## config.mk

```make
export PLATFORM = sky130hd
export DESIGN_NAME = pwm2ph_gen
export DESIGN_NICKNAME = d
export VERILOG_FILES = /design/src/rtl/pwm2ph_pkg.sv /design/src/rtl/pwm_ramp.sv /design/src/rtl/pwm_deadband.sv /design/src/rtl/pwm2ph_gen.sv
export SDC_FILE = /design/constraint.sdc
export NUM_CORES = 1
export LEC_CHECK = 0
export CAP_MARGIN = 20
export CORE_MARGIN = 4
export CORE_UTILIZATION = 30
export DETAILED_ROUTE_END_ITERATION = 10
export PLACE_DENSITY_LB_ADDON = 0.15
export SLEW_MARGIN = 20
export SYNTH_ARGS = -nofsm -noshare
export SYNTH_HDL_FRONTEND = slang
export SYNTH_SLANG_ARGS = --single-unit
```

## constraint.sdc

```tcl
create_clock -name clk_i -period 16 [get_ports clk_i]
set_input_delay 4.8 -clock clk_i [delete_from_list [all_inputs] [get_ports clk_i]]
set_output_delay 4.8 -clock clk_i [all_outputs]
set_load 0.05 [all_outputs]
```

## src/rtl/pwm2ph_pkg.sv

```systemverilog
package pwm2ph_pkg;
  localparam int unsigned DEF_CNT_W = 8;
  localparam int unsigned DEF_DT_W  = 4;

  // floor(3*p/4): the on-time ceiling
  function automatic logic [31:0] duty_ceil(input logic [31:0] p);
    return (p * 32'd3) >> 2;
  endfunction
endpackage

```

## src/rtl/pwm_ramp.sv

```systemverilog
module pwm_ramp #(
  parameter int unsigned CNT_W      = 8,
  parameter bit          HALF_START = 1'b0
) (
  input  logic             clk_i,
  input  logic             rst_ni,
  input  logic             run_i,
  input  logic [CNT_W-1:0] per_i,
  input  logic [CNT_W-1:0] lim_i,
  input  logic [CNT_W-1:0] duty_i,
  output logic             req_o,
  output logic             zero_o
);
  logic [CNT_W-1:0] cnt_q, duty_q, eff;
  logic             last;
  logic [CNT_W-1:0] start_val;

  assign start_val = HALF_START ? (per_i >> 1) : '0;
  assign last      = (cnt_q == per_i - CNT_W'(1));

  always_ff @(posedge clk_i or negedge rst_ni) begin
    if (!rst_ni) begin
      cnt_q  <= '0;
      duty_q <= '0;
    end else if (!run_i) begin
      cnt_q  <= start_val;
      duty_q <= duty_i;
    end else begin
      if (last) duty_q <= duty_i;
      cnt_q <= last ? '0 : cnt_q + CNT_W'(1);
    end
  end

  assign eff    = (duty_q < lim_i) ? duty_q : lim_i;
  assign req_o  = (cnt_q < eff);
  assign zero_o = (cnt_q == '0);
endmodule

```

## src/rtl/pwm_deadband.sv

```systemverilog
module pwm_deadband #(
  parameter int unsigned DT_W = 4
) (
  input  logic            clk_i,
  input  logic            rst_ni,
  input  logic            en_i,
  input  logic [DT_W-1:0] dead_i,
  input  logic            req_i,
  output logic            hs_o,
  output logic            ls_o
);
  logic            lvl_q;
  logic [DT_W-1:0] wait_q;
  logic            settled;

  always_ff @(posedge clk_i or negedge rst_ni) begin
    if (!rst_ni) begin
      lvl_q  <= 1'b0;
      wait_q <= '0;
    end else if (!en_i) begin
      lvl_q  <= 1'b0;
      wait_q <= dead_i;
    end else if (req_i != lvl_q) begin
      lvl_q  <= req_i;
      wait_q <= dead_i;
    end else if (wait_q != '0) begin
      wait_q <= wait_q - DT_W'(1);
    end
  end

  assign settled = en_i && (wait_q == '0);
  assign hs_o    = settled &&  lvl_q;
  assign ls_o    = settled && !lvl_q;
endmodule

```

## src/rtl/pwm2ph_gen.sv

```systemverilog
module pwm2ph_gen
  import pwm2ph_pkg::*;
#(
  parameter int unsigned CNT_W = DEF_CNT_W,
  parameter int unsigned DT_W  = DEF_DT_W
) (
  input  logic             clk_i,
  input  logic             rst_ni,
  input  logic             run_i,
  input  logic             ph2_en_i,
  input  logic [CNT_W-1:0] duty_i,
  input  logic [CNT_W-1:0] period_i,
  input  logic [DT_W-1:0]  dead_i,
  output logic             hs1_o,
  output logic             ls1_o,
  output logic             hs2_o,
  output logic             ls2_o,
  output logic             sync_o
);
  localparam int unsigned NPH = 2;

  logic [CNT_W-1:0] per_q, per_eff, lim;
  logic [NPH-1:0]   req, zero, en, hs, ls;

  always_ff @(posedge clk_i or negedge rst_ni) begin
    if (!rst_ni)     per_q <= '0;
    else if (!run_i) per_q <= period_i;
  end

  assign per_eff = run_i ? per_q : period_i;
  assign lim     = CNT_W'(duty_ceil(32'(per_eff)));
  assign en      = {run_i & ph2_en_i, run_i};

  for (genvar g = 0; g < NPH; g++) begin : g_ph
    pwm_ramp #(.CNT_W(CNT_W), .HALF_START(g == 1)) u_ramp (
      .clk_i  (clk_i),
      .rst_ni (rst_ni),
      .run_i  (run_i),
      .per_i  (per_eff),
      .lim_i  (lim),
      .duty_i (duty_i),
      .req_o  (req[g]),
      .zero_o (zero[g])
    );
    pwm_deadband #(.DT_W(DT_W)) u_db (
      .clk_i  (clk_i),
      .rst_ni (rst_ni),
      .en_i   (en[g]),
      .dead_i (dead_i),
      .req_i  (req[g]),
      .hs_o   (hs[g]),
      .ls_o   (ls[g])
    );
  end

  assign hs1_o  = hs[0];
  assign ls1_o  = ls[0];
  assign hs2_o  = hs[1];
  assign ls2_o  = ls[1];
  assign sync_o = run_i & zero[0];
endmodule

```

==> metrics.md <==
| Metric | Value |
|---|---|
| Outcome | `finished, final reports clean` |
| Cell area after synthesis | `0.004135 sq mm` |
| R2r endpoint | `g_ph[1].u_db.wait_q[2]` |
| Die Wd | `125.4 um` |
| Largest family of logic cells by synthesized area | `compound AO/OA/AOI/OAI gates` |
| CTS tree | `done` |
| CTS Hold Bufs | `0` |
| Syn avg cell area | `9.528 sq um` |
| CTS max path bufs | `2` |
| PwrDens | `103.7 mW/mm^2` |
| Crit path cell chain | `clkdlybuf4s50_1 > buf_4 > nand2_1 > nor4_1 > clkdlybuf4s50_1` |
| Vias | `between 3,000 and 4,000` |
| WHS Endpoint | `g_ph[0].u_ramp.duty_q[2]` |
| Layout cells sized above 1 | `0.1121` |
| Launch point of the worst hold path | `g_ph[0].u_ramp.duty_q[2]` |
| Synth Flop Type | `dfrtp_1` |
| Min-Delay Path Class | `reg2reg` |
| Number of synthesis warnings | `0` |
| Final WL | `10.26 mm` |
| Worst-path clk slew | `0.06 ns` |
| Adder-cell share of the synthesized area | `0.1549` |
| Worst R2R Path Depth | `26` |
| Final GP Congestion | `0.8431` |
| Post-synthesis xor/xnor area fraction | `0.09047` |
| Area Growth Syn to Fin | `14.64%` |
| Root buffer cell | `clkbuf_16` |
| Vias in the first global route | `3,207` |
| DRT iter0 DRCs | `169` |
| Commonest cells post-synth | `50 x dfrtp_1, 48 x ha_1, 37 x inv_1` |
| Worst Path Arrival | `6.70 ns` |
| Layout net count | `~540` |
| Worst-skew pair later-pin latency | `approximately 0.29 ns` |
| Die area | `0.01573 sq mm` |
| Die H | `125.4 um` |
| WHS Path Cells | `1` |
| Switch share | `0.3884` |
| Register-to-Register Setup Slack | `9.75 ns` |
| Reg2reg start | `per_q[0]` |
| Setup tns final | `0 ns` |
| Starting Density | `0.3098` |
| ANT cells | `0` |
| CTS resizes | `0` |
| Post-synthesis mux area share | `0.09713` |
| Top post-synthesis cells by area | `dfrtp_1 30%, ha_1 15%, mux2_2 6.8%` |
| Max VDD drop | `0.03850 mV` |
| Required time worst endpoint | `11.20 ns` |
| CTS H-tree depth | `2` |
| # port buffers | `28` |
| Post-CTS setup buffers | `0` |
| Logic pwr share | `0.464` |
| Slew headroom | `0.4294` |
| Io pins | `29` |
| Post-synth top area share | `0.3026` |
| Post-synthesis sequential element count | `50` |
| First-pass GRT wire length | `17.27 mm` |
| Vias/cell | `approximately 5.0` |
| CP startpoint kind | `primary input` |
| Crit end category | `output port` |
| Core Box Area | `approximately 0.013 sq mm` |
| Final Hold Vio Count | `0` |
| Most frequent cell after synthesis | `dfrtp_1` |
| Hold slack | `0.5492 ns` |
| Async set-reset flop share out of synthesis | `1.000` |
| P_sw | `191.0 uW` |
| CP max FO | `27` |
| DP Wirelength | `between 8 and 9 mm` |
| Syn Nets | `507` |
| Clk pwr share | `0.221` |
| Seq/Total Area, Yosys | `0.3026` |
| Largest net degree at the start of global routing | `51` |
| Number of setup violations in the final report | `0` |
| P_int | `300.7 uW` |
| DRC | `0` |
| Cell repeated most along the worst path | `clkdlybuf4s50_1` |
| Layout Skew | `0.002582 ns` |
| Detailed Routing Iterations Pass 1 | `4` |
| Compound-Gate Fraction of Synth Area | `0.1685` |
| Global Route Usage Sum | `0.1352` |
| GR Overflow Total | `0` |
| Cts bufs inserted | `5` |
| Crit-path max cell delay | `around 0.85 ns` |
| Tcrit/Tclk final | `0.7187` |
| Leak | `~0.0022 uW` |
| Setup CP Type | `in2out` |
| Synth Area in Simple Gates | `0.1365` |
| Share of power burned in registers | `0.316` |
| RSZ-0062 raised after global routing | `no` |
| Max-slew violations | `0` |
| Max-cap viol count | `0` |
| Fmax achieved | `86.96 MHz` |
| Final Core Density | `0.3552` |
| CP max-delay cell | `clkdlybuf4s50_1` |
| Yosys cell types | `between 60 and 70` |
| # clock sinks | `50` |
| Tightest Pin Transition | `0.8498 ns` |
| Synth area leader | `dfrtp_1` |
| Post-synth EDFFs | `0` |
| Initial antenna violation count | `0` |
| Mapped Cells | `434` |
| WL per Instance | `16.03 um` |
| Final ANT Viol Nets | `0` |
| Row count | `42` |
| Tmin final | `11.50 ns` |
-- worst max-delay path by stage --
stage / end / slack (ns) / startpoint
2_1_floorplan: sync_o / 4.65 / run_i
3_3_place_gp: sync_o / 4.48 / run_i
3_5_place_dp: g_ph[1].u_db.wait_q[2] / 4.43 / run_i
4_1_cts: sync_o / 4.45 / run_i
5_1_grt: g_ph[1].u_db.wait_q[2] / 4.05 / run_i
6_report: sync_o / 4.50 / run_i
-- cells by family after synthesis --
family | Yosys count
simple gates | 111
compound gates | 97
fa+ha+maj | 51
flops | 50
buf+inv | 47
xor+xnor | 41
mux | 37
-- final cells by class --
| cell class | instances | area (sq um) |
|---|---|---|
| multi-input cells | 337 | 2678 |
| clock inverters | 1 | 5.005 |
| fillers | 1375 | 8607 |
| clock buffers | 7 | 142.6 |
| inverters | 37 | 138.9 |
| repair buffers | 32 | 305.3 |
| flip-flops and latches | 50 | 1251 |
| well taps | 176 | 220.2 |
-- layer usage --
| metal | track usage | part of all wire | up-vias |
|---|---|---|---|
| met3 | 0.02345 | 0.033 | 7 |
| met5 | 0 | 0 | - |
| met4 | 0.03061 | 0.010 | 0 |
| li1 | - | - | 1609 |
| met2 | 0.2284 | 0.47 | 53 |
| met1 | 0.1813 | 0.48 | 1556 |
-- worst max-delay path: cells and delay by family --
family	cells	cell delay [ns]
buffers and inverters	3	1.63
and+or+nand+nor	2	0.27
-- metrics by stage --
stage	cell area, sq um	setup slack (ns)	std cells	total power (uW)
after floorplan	4135	4.652	434	329.1
after global placement	4593	4.481	632	384.4
after detailed placement	4593	4.430	632	386.7
after CTS	4741	4.454	640	499.6
after global routing	4741	4.047	640	535.6
final	4741	4.500	640	491.7
-- placed cells by master, fill, tap and decap left out, types with 2 or more instances in the layout --
master	n
a211o_1	6
a211oi_1	4
a21o_1	11
a21o_2	2
a21oi_1	20
and3_1	5
buf_4	4
clkbuf_16	5
clkdlybuf4s50_1	27
dfrtp_1	50
ha_1	48
inv_1	37
maj3_1	2
mux2_2	25
mux2i_1	12
nand2_1	23
nand2b_1	5
nand3_1	14
nand3_2	2
nand4_1	5
nor2_1	30
nor2b_1	2
nor3_1	6
nor3b_1	3
nor4_1	3
o2111a_1	3
o211ai_1	5
o21a_1	2
o21ai_0	16
o21ai_1	3
o22ai_1	7
o41ai_1	2
or3_1	4
xnor2_1	25
xor2_1	15
-- power by group through the flow --
stage	combinational, uW	clock [uW]	sequential, uW
after global placement	226	0	158
after CTS	230	114	156
final	228	109	155
after detailed placement	229	0	158
after global routing	258	120	158
after floorplan	177	0	152
-- flip-flops by register name (all words and copies together), names as in the netlist --
register	cells
g_ph.u_ramp.cnt_q	16
g_ph.u_ramp.duty_q	16
g_ph.u_db.wait_q	8
per_q	8
g_ph.u_db.lvl_q	2
Power figures use the tool's default switching activity.
